==> config.mk <==
export PLATFORM = sky130hd
export DESIGN_NAME = pgw_walker
export DESIGN_NICKNAME = d
export VERILOG_FILES = /design/src/rtl/pgw_pkg.sv /design/src/rtl/pgw_entry_decode.sv /design/src/rtl/pgw_addr_gen.sv /design/src/rtl/pgw_walker.sv
export SDC_FILE = /design/constraint.sdc
export NUM_CORES = 1
export LEC_CHECK = 0
export ABC_AREA = 0
export BUFFER_PORTS_ARGS = -buffer_cell sky130_fd_sc_hd__buf_2
export CELL_PAD_IN_SITES_DETAIL_PLACEMENT = 0
export CELL_PAD_IN_SITES_GLOBAL_PLACEMENT = 1
export CORE_MARGIN = 2
export CORE_UTILIZATION = 35
export CTS_CLUSTER_SIZE = 16
export DETAILED_ROUTE_END_ITERATION = 8
export PLACE_DENSITY = 0.74
export SLEW_MARGIN = 40
export SYNTH_ARGS = -nofsm -noshare
export SYNTH_HDL_FRONTEND = slang
export SYNTH_SLANG_ARGS = --single-unit
==> constraint.sdc <==
create_clock -name clk -period 3.8 [get_ports clk]
set_input_delay 0.57 -clock clk [delete_from_list [all_inputs] [get_ports clk]]
set_output_delay 0.57 -clock clk [all_outputs]
set_load 0.03 [all_outputs]
==> src/rtl/pgw_pkg.sv <==
package pgw_pkg;

  localparam int VA_W    = 32;
  localparam int PTE_W   = 32;
  localparam int PA_W    = 36;
  localparam int FLT_W   = 10;
  localparam int ACC_LSB = 2;
  localparam int REF_BIT = 5;
  localparam int MOD_BIT = 6;
  localparam logic [1:0] LAST_LVL = 2'd3;

  localparam logic [2:0] FT_INVALID  = 3'd1;
  localparam logic [2:0] FT_RESERVED = 3'd4;
  localparam logic [2:0] PERM_RW     = 3'd3;

  typedef enum logic [2:0] {
    ST_IDLE, ST_CTX, ST_L1, ST_L2, ST_L3, ST_UPDATE, ST_DONE
  } walk_st_e;

  typedef enum logic [1:0] {
    ET_INVALID = 2'd0, ET_PTD = 2'd1, ET_PTE = 2'd2, ET_RSVD = 2'd3
  } ent_type_e;

  typedef enum logic [1:0] {
    ACT_NEXT, ACT_LEAF, ACT_FAULT
  } dec_act_e;

  function automatic walk_st_e step_st(walk_st_e s);
    case (s)
      ST_CTX:  return ST_L1;
      ST_L1:   return ST_L2;
      default: return ST_L3;
    endcase
  endfunction

endpackage

==> src/rtl/pgw_entry_decode.sv <==
module pgw_entry_decode
  import pgw_pkg::*;
(
  input  logic [PTE_W-1:0] entry,
  input  logic [1:0]       level,
  input  logic             is_write,
  output dec_act_e         act,
  output logic [FLT_W-1:0] fault,
  output logic             need_wb,
  output logic [PTE_W-1:0] wb_data
);

  ent_type_e  etype;
  logic [2:0] ftype;

  assign etype = ent_type_e'(entry[1:0]);

  always_comb begin
    act   = ACT_FAULT;
    ftype = FT_INVALID;
    case (etype)
      ET_PTD: begin
        if (level == LAST_LVL) ftype = FT_RESERVED;
        else                   act   = ACT_NEXT;
      end
      ET_PTE: begin
        if (level != 2'd0) act = ACT_LEAF;
      end
      ET_RSVD: ftype = FT_RESERVED;
      default: ftype = FT_INVALID;
    endcase
  end

  assign fault = {level, 3'b000, ftype, 2'b00};

  assign need_wb = (act == ACT_LEAF) &&
                   (!entry[REF_BIT] || (is_write && !entry[MOD_BIT]));

  always_comb begin
    wb_data          = entry;
    wb_data[REF_BIT] = 1'b1;
    if (is_write) wb_data[MOD_BIT] = 1'b1;
  end

endmodule

==> src/rtl/pgw_addr_gen.sv <==
module pgw_addr_gen
  import pgw_pkg::*;
#(
  parameter int CTX_W = 8
) (
  input  logic [31:0]      ctx_ptr,
  input  logic [CTX_W-1:0] ctx_num,
  input  logic [VA_W-1:0]  va,
  input  logic [PTE_W-1:2] ptr_bits,
  input  logic [1:0]       level,
  output logic [PA_W-1:0]  ctx_addr,
  output logic [PA_W-1:0]  next_addr,
  output logic [PA_W-1:0]  leaf_pa
);

  localparam int ROW_SH  = 4;
  localparam int BASE_SH = 6;
  localparam int PG_SH   = 12;

  logic [7:0]  idx;
  logic [23:0] off;

  assign ctx_addr = {ctx_ptr, {ROW_SH{1'b0}}} + PA_W'({ctx_num, {ROW_SH{1'b0}}});

  always_comb begin
    case (level)
      2'd0:    idx = va[31:24];
      2'd1:    idx = {2'b00, va[23:18]};
      default: idx = {2'b00, va[17:12]};
    endcase
  end

  assign next_addr = {ptr_bits, {BASE_SH{1'b0}}} + PA_W'({idx, 2'b00});

  always_comb begin
    case (level)
      2'd1:    off = va[23:0];
      2'd2:    off = {6'b0, va[17:0]};
      default: off = {12'b0, va[11:0]};
    endcase
  end

  assign leaf_pa = {ptr_bits[PTE_W-1:8], {PG_SH{1'b0}}} + PA_W'(off);

endmodule

==> src/rtl/pgw_walker.sv <==
module pgw_walker
  import pgw_pkg::*;
#(
  parameter int CTX_W = 8
) (
  input  logic             clk,
  input  logic             rst_n,
  input  logic             req_valid,
  output logic             req_ready,
  input  logic [VA_W-1:0]  req_vaddr,
  input  logic             req_write,
  input  logic             cfg_enable,
  input  logic [31:0]      cfg_ctx_ptr,
  input  logic [CTX_W-1:0] cfg_ctx_num,
  output logic             mem_req_valid,
  input  logic             mem_req_ready,
  output logic             mem_req_write,
  output logic [PA_W-1:0]  mem_req_addr,
  output logic [PTE_W-1:0] mem_req_wdata,
  input  logic             mem_rsp_valid,
  input  logic [PTE_W-1:0] mem_rsp_data,
  output logic             rsp_valid,
  input  logic             rsp_ready,
  output logic [PA_W-1:0]  rsp_paddr,
  output logic [2:0]       rsp_perm,
  output logic [FLT_W-1:0] rsp_fault
);

  walk_st_e         st_q;
  logic             issued_q;
  logic [VA_W-1:0]  va_q;
  logic             wr_q;
  logic [PA_W-1:0]  addr_q;
  logic [PA_W-1:0]  pa_q;
  logic [PTE_W-1:0] wb_q;
  logic [2:0]       perm_q;
  logic [FLT_W-1:0] flt_q;

  logic             walking;
  logic [1:0]       lvl;
  dec_act_e         dec_act;
  logic [FLT_W-1:0] dec_fault;
  logic             dec_wb;
  logic [PTE_W-1:0] dec_wb_data;
  logic [PA_W-1:0]  ctx_addr;
  logic [PA_W-1:0]  next_addr;
  logic [PA_W-1:0]  leaf_pa;

  assign walking = (st_q == ST_CTX) || (st_q == ST_L1) ||
                   (st_q == ST_L2)  || (st_q == ST_L3);

  always_comb begin
    case (st_q)
      ST_L1:   lvl = 2'd1;
      ST_L2:   lvl = 2'd2;
      ST_L3:   lvl = 2'd3;
      default: lvl = 2'd0;
    endcase
  end

  pgw_entry_decode u_dec (
    .entry    (mem_rsp_data),
    .level    (lvl),
    .is_write (wr_q),
    .act      (dec_act),
    .fault    (dec_fault),
    .need_wb  (dec_wb),
    .wb_data  (dec_wb_data)
  );

  pgw_addr_gen #(.CTX_W(CTX_W)) u_agen (
    .ctx_ptr   (cfg_ctx_ptr),
    .ctx_num   (cfg_ctx_num),
    .va        (va_q),
    .ptr_bits  (mem_rsp_data[PTE_W-1:2]),
    .level     (lvl),
    .ctx_addr  (ctx_addr),
    .next_addr (next_addr),
    .leaf_pa   (leaf_pa)
  );

  always_ff @(posedge clk) begin
    if (!rst_n) begin
      st_q     <= ST_IDLE;
      issued_q <= 1'b0;
      va_q     <= '0;
      wr_q     <= 1'b0;
      addr_q   <= '0;
      pa_q     <= '0;
      wb_q     <= '0;
      perm_q   <= '0;
      flt_q    <= '0;
    end else begin
      case (st_q)
        ST_IDLE: begin
          if (req_valid) begin
            va_q     <= req_vaddr;
            wr_q     <= req_write;
            issued_q <= 1'b0;
            if (cfg_enable) begin
              addr_q <= ctx_addr;
              st_q   <= ST_CTX;
            end else begin
              pa_q   <= PA_W'(req_vaddr);
              perm_q <= PERM_RW;
              flt_q  <= '0;
              st_q   <= ST_DONE;
            end
          end
        end
        ST_UPDATE: begin
          if (mem_req_ready) st_q <= ST_DONE;
        end
        ST_DONE: begin
          if (rsp_ready) st_q <= ST_IDLE;
        end
        default: begin
          if (!issued_q && mem_req_ready) issued_q <= 1'b1;
          if (issued_q && mem_rsp_valid) begin
            issued_q <= 1'b0;
            case (dec_act)
              ACT_NEXT: begin
                addr_q <= next_addr;
                st_q   <= step_st(st_q);
              end
              ACT_LEAF: begin
                pa_q   <= leaf_pa;
                perm_q <= mem_rsp_data[ACC_LSB +: 3];
                flt_q  <= '0;
                wb_q   <= dec_wb_data;
                st_q   <= dec_wb ? ST_UPDATE : ST_DONE;
              end
              default: begin
                pa_q   <= '0;
                perm_q <= '0;
                flt_q  <= dec_fault;
                st_q   <= ST_DONE;
              end
            endcase
          end
        end
      endcase
    end
  end

  assign req_ready     = (st_q == ST_IDLE);
  assign mem_req_valid = (walking && !issued_q) || (st_q == ST_UPDATE);
  assign mem_req_write = (st_q == ST_UPDATE);
  assign mem_req_addr  = addr_q;
  assign mem_req_wdata = wb_q;
  assign rsp_valid     = (st_q == ST_DONE);
  assign rsp_paddr     = pa_q;
  assign rsp_perm      = perm_q;
  assign rsp_fault     = flt_q;

endmodule

# Yosys cells after proc, flatten, opt, wreduce, memory -nomap -nowiden
# Index checks and enable logic that the tools add are counted.
[word_totals] output_inout_bits=121 elab_cells=104 input_bits=112 ff_bits=154
[op_classes] add_sub_neg=3 reduce_logical=29 n_eq_ne=19 n_bitwise=2 mux=42
[ops] op="$mux W36" n=7
[ops] op="$pmux W36 S2" n=3
[ops] op="$pmux W24 S2" n=1
[ops] op="$pmux W10 S2" n=2
[ops] op="$add A36 B10 Y36" n=1
[ops] op="$add A36 B12 Y36" n=1
[ops] op="$add A36 B24 Y36" n=1
[ops] op="$mux W10" n=3
[ops] op="$pmux W3 S2" n=5
[ops] op="$mux W3" n=9
[ops] op="$pmux W8 S2" n=1
[ops] op="$reduce_and A5 Y1" n=2
[ops] op="$eq A3 B3 Y1 const B" n=3
[ops] op="$pmux W3 S3" n=1
[ops] op="$eq A2 B2 Y1 const B" n=4
[ops] op="$ne A2 B2 Y1 const B" n=4
[ops] op="$eq A2 B1 Y1 const B" n=3
[ops] op="$eq A3 B2 Y1 const B" n=2
[ops] op="$mux W2" n=3
[ops] op="$pmux W2 S3" n=1
[ops] op="$reduce_and A3 Y1" n=2
[ops] op="$reduce_bool A2 Y1" n=3
[ops] op="$logic_and A1 B1 Y1" n=5
[ops] op="$logic_or A1 B1 Y1" n=5
[ops] op="15 further kinds" n=23

# Longest topological paths before layout
[logic_depth] word_depth=11 ltp_mapped=18 ltp_nobuf=17

# Cells and area by module
# Synthesis repeated with hierarchy kept, for this count alone.
[hier_totals] cells_unflattened=1172 hier_area_um2=9318.9
[modules_own_cells] mod="pgw_walker" seq_area_each_um2=3083.0 n_inst=1 area_per_inst_um2=6407.4 cells_each=770
[modules_own_cells] mod="pgw_addr_gen" seq_area_each_um2=0.0 n_inst=1 area_per_inst_um2=2497.4 cells_each=344
[modules_own_cells] mod="pgw_entry_decode" seq_area_each_um2=0.0 n_inst=1 area_per_inst_um2=414.1 cells_each=58

# Worst setup path before layout
# Ideal clock, no wire load.
[synth_timing] kind="reg-to-reg" startpoint="register st_q[1]" endpoint="register pa_q[27], in the netlist rsp_paddr[27]" synth_period_minus_slack_ns=3.508 path_slack_ns=0.292 setup_time_ns=0.130 required_time_ns=3.670 path_stages_with_launch=17 t_arrival_ns=3.378 path_cell_list="dfxtp_1 -> clkbuf_1 -> nand2b_1 -> a21oi_1 -> ha_1 -> clkbuf_1 -> nor2_1 -> nor2_1 -> and2_1 -> ha_1 -> a21oi_1 -> nor3b_1 -> o41ai_1 -> o21ai_0 -> nand4_1 -> xor2_1 -> o22ai_1"
[synth_between] elab_chain_cells=9 elab_cells_between_ends=28 classes_between="add/sub: 1; eq/ne: 12; mux: 8; bitwise: 1; reduce/logical: 6"
[synth_lines] element="start, declared" line_no="pgw_walker.sv:29" rtl="walk_st_e st_q;"
[synth_lines] element="start signal, assigned" line_no="pgw_walker.sv:124" rtl="st_q <= step_st(st_q);"
[synth_lines] element="start signal, assigned" line_no="pgw_walker.sv:131" rtl="st_q <= dec_wb ? ST_UPDATE : ST_DONE;"
[synth_lines] element="parallel branches: the longest is 9 deep, another holds $add A36 B24 Y36"
[synth_lines] element="end signal, assigned" line_no="pgw_walker.sv:104" rtl="pa_q <= PA_W'(req_vaddr);"
[synth_lines] element="end signal, assigned" line_no="pgw_walker.sv:127" rtl="pa_q <= leaf_pa;"
[synth_lines] element="end, declared" line_no="pgw_walker.sv:34" rtl="logic [PA_W-1:0] pa_q;"
# Parallel ways; which one is timed is not known. The select of a mux whose other input is x is not followed.
# A chain may end at the register's enable or synchronous reset.

# Worst setup path after layout
[layout_timing] startpoint="register st_q[0]" endpoint="register addr_q[12], in the netlist mem_req_addr[12]"
[layout_between] elab_chain_cells=8 elab_cells_between_ends=27 classes_between="add/sub: 1; eq/ne: 9; mux: 8; bitwise: 1; reduce/logical: 8"
[layout_lines] element="$eq A3 B3 Y1 or $eq A3 B2 Y1 (tied branches)" line_no="pgw_walker.sv:53" rtl="case (st_q)"
[layout_lines] element="$pmux W2 S3" line_no="pgw_walker.sv:53"
[layout_lines] element="$eq A2 B1 Y1, or another cell as far along" line_no="pgw_addr_gen.sv:26" rtl="case (level)"
[layout_lines] element="$pmux W8 S2, or another cell as far along" line_no="pgw_addr_gen.sv:26"
[layout_lines] element="$add A36 B10 Y36 or $pmux W2 S2 (tied branches)" line_no="pgw_addr_gen.sv:33, pgw_entry_decode.sv:21"
[layout_lines] element="$mux W36 or $logic_not A2 Y1 (tied branches)" line_no="pgw_walker.sv:121" rtl="case (dec_act)"
[layout_lines] element="$mux W36 or $reduce_bool A2 Y1 (tied branches)"
[layout_lines] element="$pmux W36 S2 or $reduce_and A5 Y1 (tied branches)"
[layout_lines] element="end signal, assigned" line_no="pgw_walker.sv:101" rtl="addr_q <= ctx_addr;"
[layout_lines] element="end signal, assigned" line_no="pgw_walker.sv:123" rtl="addr_q <= next_addr;"
[layout_lines] element="end, declared" line_no="pgw_walker.sv:33" rtl="logic [PA_W-1:0] addr_q;"
# Several ways; a longest one is shown, not always the timed one. The select of a mux whose other input is x is not followed.

==> metrics.txt <==
# TYPE chip_impl_metric gauge
chip_impl_info{name="grt.busiest_layer",value="met2"} 1
chip_impl_metric{name="timing.reg2reg.worst_path_depth",unit=""} 17
chip_impl_metric{name="globalRouteMet1Util",unit="%"} 32.81
chip_impl_metric{name="post_synthesis_cell_count",unit=""} 1094
chip_impl_info{name="critical_path.endpoint_type",value="flop"} 1
chip_impl_metric{name="start_util",unit="%"} 35.58
chip_impl_metric{name="area_growth_syn_to_layout",unit="%"} 25.77
chip_impl_metric{name="synth_warnings",unit=""} 0
chip_impl_metric{name="worst-r2r-setup-slack",unit="ns"} 0.16
chip_impl_metric{name="cts_setup_buffers",unit=""} 0
chip_impl_metric{name="core_region_area",unit="um2"} 23400
chip_impl_info{name="root_cell_of_the_clock_tree",value="sky130_fd_sc_hd__clkbuf_16"} 1
chip_impl_metric{name="netlist.area_leader.share",unit="%"} 35.11
chip_impl_metric{name="placed_cells_incl_taps",unit=""} 1600
chip_impl_metric{name="worstHoldPathCells",unit=""} 3
chip_impl_metric{name="grt_use_total",unit="%"} 23.65
chip_impl_metric{name="fraction_of_the_yosys_area_taken_by_sequential_cells",unit="%"} 35.11
chip_impl_metric{name="worst_skew",unit="ns"} 0.01249
chip_impl_info{name="rsz0062_at_grt",value="true"} 1
chip_impl_info{name="timing.setup.critical_path_class",value="flop to flop"} 1
chip_impl_metric{name="fp-row-count",unit=""} 56
chip_impl_metric{name="power.density_cell_area",unit="nW/um2"} 650.6
chip_impl_info{name="crit-reg2reg-capture",value="mem_req_addr[12]"} 1
chip_impl_info{name="cts_tree",value="done"} 1
chip_impl_metric{name="setup-violations-final",unit=""} 0
chip_impl_metric{name="routabilityCongestion",unit=""} 0.9317
chip_impl_metric{name="h_tree_lvl_count",unit=""} 4
chip_impl_metric{name="design.final.nets",unit=""} 1446
chip_impl_metric{name="post_synth.cell_area_avg",unit="um2"} 7.610
chip_impl_metric{name="clock.fmax",unit="GHz"} 0.2747
chip_impl_metric{name="max-clock-path-buffers",unit=""} 2
chip_impl_info{name="synth_flop_cell",value="sky130_fd_sc_hd__dfxtp_1"} 1
chip_impl_metric{name="antenna_found_initial",unit=""} 2
chip_impl_metric{name="global_route.usage.met2",unit="%"} 37.62
chip_impl_metric{name="syn-cell-area",unit="um2"} 8325
chip_impl_info{name="hold_class",value="input pin to flop"} 1
chip_impl_info{name="synth_area_leader_cell",value="sky130_fd_sc_hd__dfxtp_1"} 1
chip_impl_metric{name="first_global_vias",unit=""} 7970
chip_impl_metric{name="utilization",unit="%"} 44.74
chip_impl_info{name="hp-start",value="req_write"} 1
chip_impl_metric{name="detail_route.iter0.violations",unit=""} 612
chip_impl_metric{name="dp_hpwl",unit="um"} 21860
chip_impl_metric{name="setup-tns-final",unit="ns"} 0
chip_impl_metric{name="finalHoldViolCount",unit=""} 0
chip_impl_metric{name="synth_register_bits",unit=""} 146
chip_impl_metric{name="synth.distinct_cells",unit=""} 80
chip_impl_info{name="post_synth_main_area_contributors",value="sky130_fd_sc_hd__dfxtp_1, sky130_fd_sc_hd__nand2_1, sky130_fd_sc_hd__a21oi_1"} 1
chip_impl_metric{name="wire_per_inst",unit="um"} 18.29
chip_impl_metric{name="gr-total-overflow",unit=""} 0
chip_impl_metric{name="drc",unit=""} 0
chip_impl_metric{name="grt_pass1_wl",unit="um"} 45420
chip_impl_metric{name="async_reset_ff_share",unit="%"} 0
chip_impl_metric{name="grtUsageMet3",unit="%"} 4.435
chip_impl_metric{name="worst-endpoint-required",unit="ns"} 4.10
chip_impl_metric{name="hold_buffers",unit=""} 0
chip_impl_info{name="crit_start_category",value="flop"} 1
chip_impl_metric{name="post_route_cells_drive_above_1_share",unit="%"} 24.83
chip_impl_metric{name="num_vias",unit=""} 8599
chip_impl_info{name="run_status",value="completed"} 1
chip_impl_metric{name="max_slew_margin",unit="%"} 47.15
chip_impl_metric{name="fp.dieW",unit="um"} 158.2
chip_impl_metric{name="clock_period_minus_worst_slack",unit="ns"} 3.640
chip_impl_metric{name="die_area",unit="um2"} 25040
chip_impl_metric{name="max-cap-violations",unit=""} 0
chip_impl_info{name="hold_endpoint",value="wr_q"} 1
chip_impl_metric{name="clk-insertion-delay-late",unit="ns"} 0.43
chip_impl_metric{name="crit_arrival",unit="ns"} 3.94
chip_impl_metric{name="floorplan.io_pins",unit=""} 233
chip_impl_metric{name="clk_pin_slew",unit="ns"} 0.07
chip_impl_metric{name="route.antenna.remaining_nets",unit=""} 0
chip_impl_metric{name="port-buffer-count",unit=""} 224
chip_impl_metric{name="period_share",unit="%"} 95.79
chip_impl_metric{name="worst-slew-pin-transition",unit="ns"} 0.7927
chip_impl_metric{name="vias_cell",unit=""} 5.266
chip_impl_metric{name="cts_buffers",unit=""} 17
chip_impl_metric{name="number_of_search_and_repair_iterations_in_the_first_detailed_routing_pass",unit=""} 5
chip_impl_metric{name="clkSinkCount",unit=""} 146
chip_impl_metric{name="crit_fanout",unit=""} 9
chip_impl_metric{name="timing.final.max_slew_violations",unit=""} 0
chip_impl_metric{name="vdd_ir_drop_max",unit="mV"} 0.4005
chip_impl_metric{name="total_leakage_power",unit="nW"} 4.339
chip_impl_metric{name="grt_max_degree",unit=""} 69
chip_impl_metric{name="die_y",unit="um"} 158.2
chip_impl_metric{name="synth_enable_flop_cells",unit=""} 0
chip_impl_info{name="worstReg2RegStart",value="st_q[0]"} 1
chip_impl_metric{name="stdcell_count",unit=""} 1633
chip_impl_metric{name="routed_wl",unit="um"} 29870
==> metrics by stage <==
step | hold slack [ns] | area [um2] | worst slack [ns] | total power [mW]
after global placement | 0.4393 | 9757 | 0.03841 | 4.898
after floorplan | 0.4317 | 8352 | 0.2921 | 3.960
after detailed placement | 0.4459 | 9757 | -0.09590 | 4.898
after global routing | 0.3774 | 10470 | -0.01340 | 7.228
final | 0.3866 | 10470 | 0.1599 | 6.812
after CTS | 0.3711 | 10410 | 0.02294 | 6.780
==> critical path, cell delays in order (launching register included) <==
cell and delay [ns]:
sky130_fd_sc_hd__dfxtp_1 0.36, sky130_fd_sc_hd__or3b_4 0.41, sky130_fd_sc_hd__o21ai_0 0.14, sky130_fd_sc_hd__inv_1 0.11
sky130_fd_sc_hd__ha_1 0.22, sky130_fd_sc_hd__buf_4 0.17, sky130_fd_sc_hd__and2_1 0.18, sky130_fd_sc_hd__a221o_1 0.29
sky130_fd_sc_hd__ha_1 0.21, sky130_fd_sc_hd__inv_1 0.08, sky130_fd_sc_hd__fa_1 0.17, sky130_fd_sc_hd__nor2b_1 0.06
sky130_fd_sc_hd__o21a_1 0.20, sky130_fd_sc_hd__or2_2 0.31, sky130_fd_sc_hd__and3_1 0.20, sky130_fd_sc_hd__xnor2_1 0.17
sky130_fd_sc_hd__a2bb2oi_1 0.16, sky130_fd_sc_hd__o21ai_0 0.09
==> registers in the layout (all words and copies together), names as in the netlist <==
signal,cells
rsp_paddr,36
mem_req_addr,34
mem_req_wdata,32
va_q,32
rsp_fault,4
rsp_perm,3
st_q,3
issued_q,1
wr_q,1
==> synth_stat cells, types with 6 or more instances <==
cell                       count
sky130_fd_sc_hd__a211oi_1     11
sky130_fd_sc_hd__a21oi_1     112
sky130_fd_sc_hd__a221oi_1     12
sky130_fd_sc_hd__a31oi_1      27
sky130_fd_sc_hd__and2_1       18
sky130_fd_sc_hd__and3_1       10
sky130_fd_sc_hd__buf_2        13
sky130_fd_sc_hd__buf_4        13
sky130_fd_sc_hd__clkbuf_1     44
sky130_fd_sc_hd__dfxtp_1     146
sky130_fd_sc_hd__ha_1         31
sky130_fd_sc_hd__inv_1        27
sky130_fd_sc_hd__nand2_1     223
sky130_fd_sc_hd__nand2b_1      6
sky130_fd_sc_hd__nand3_1      48
sky130_fd_sc_hd__nand4_1      17
sky130_fd_sc_hd__nor2_1       71
sky130_fd_sc_hd__nor2b_1       7
sky130_fd_sc_hd__nor3_1       28
sky130_fd_sc_hd__o21ai_0      49
sky130_fd_sc_hd__o221ai_1      9
sky130_fd_sc_hd__or3_1         7
sky130_fd_sc_hd__xnor2_1      38
sky130_fd_sc_hd__xor2_1       29
==> logic make-up after synthesis <==
family                     count (synthesis)  share of synthesized area [%]
DFF                                      146                          35.11
buffers and inverters                    104                          5.530
and+or+nand+nor                          459                          25.08
xor gates and xnor gates                  67                          7.048
AOI/OAI and AO/OA                        280                          21.30
adders and majority gates                 34                          5.380
other                                      1                        0.04504
muxes                                      3                         0.5110
==> worst max path at each step <==
| stage | startpoint | endpoint | slack, ns | cells past startpoint |
|---|---|---|---|---|
| 2_1_floorplan | st_q[1] | rsp_paddr[27] | 0.29 | 16 |
| 6_report | st_q[0] | mem_req_addr[12] | 0.16 | 17 |
| 3_5_place_dp | st_q[2] | rsp_paddr[30] | -0.1 | 15 |
| 4_1_cts | st_q[1] | rsp_paddr[22] | 0.02 | 17 |
| 5_1_grt | st_q[0] | mem_req_addr[20] | -0.01 | 16 |
| 3_3_place_gp | st_q[2] | rsp_paddr[30] | 0.04 | 15 |
==> cells in the final DEF (no fill, tap or decap), types with 6 or more instances in the layout <==
cell / instances
sky130_fd_sc_hd__clkbuf_16: 17
sky130_fd_sc_hd__and3_1: 9
sky130_fd_sc_hd__nand2b_1: 6
sky130_fd_sc_hd__xnor2_1: 38
sky130_fd_sc_hd__ha_1: 31
sky130_fd_sc_hd__buf_2: 224
sky130_fd_sc_hd__conb_1: 8
sky130_fd_sc_hd__nor2_1: 68
sky130_fd_sc_hd__o21ai_0: 46
sky130_fd_sc_hd__o221ai_1: 9
sky130_fd_sc_hd__a31oi_1: 25
sky130_fd_sc_hd__a211oi_1: 11
sky130_fd_sc_hd__buf_4: 31
sky130_fd_sc_hd__a221oi_1: 11
sky130_fd_sc_hd__nor2b_1: 7
sky130_fd_sc_hd__and2_1: 18
sky130_fd_sc_hd__or3_1: 7
sky130_fd_sc_hd__xor2_1: 29
sky130_fd_sc_hd__nand4_1: 17
sky130_fd_sc_hd__nand2_1: 223
sky130_fd_sc_hd__nand3_1: 48
sky130_fd_sc_hd__dfxtp_1: 144
sky130_fd_sc_hd__inv_1: 27
sky130_fd_sc_hd__a21oi_1: 109
sky130_fd_sc_hd__nor3_1: 28
==> final cells by class <==
| cell class | instances | area [um2] |
|---|---|---|
| fill | 2476 | 12930 |
| multi-input combinational | 851 | 5032 |
| sequential | 146 | 2925 |
| timing repair buffer | 255 | 1354 |
| clock buffer | 17 | 425.4 |
| tap | 319 | 399.1 |
| clock inverter | 15 | 220.2 |
| inverter | 29 | 112.6 |
| antenna | 1 | 2.502 |
==> metal layers <==
| metal | routed length, um | vias to the layer above |
|---|---|---|
| li1 | - | 4240 |
| met1 | 13940 | 4054 |
| met2 | 13780 | 263 |
| met3 | 1606 | 40 |
| met4 | 533 | 2 |
| met5 | 11 | - |
==> timing repair <==
action                                  in CTS  in global routing
resized for setup                            1                 19
endpoints found under the hold margin        0                  0
endpoints found under the setup margin       5                 37
pin swaps                                    0                  1
==> power by group <==
part           internal (mW)  switching, mW
sequential              1.80          0.163
combinational          0.945           2.04
clock                   1.12          0.742
No activity file was read; power rests on OpenSTA's default activity.
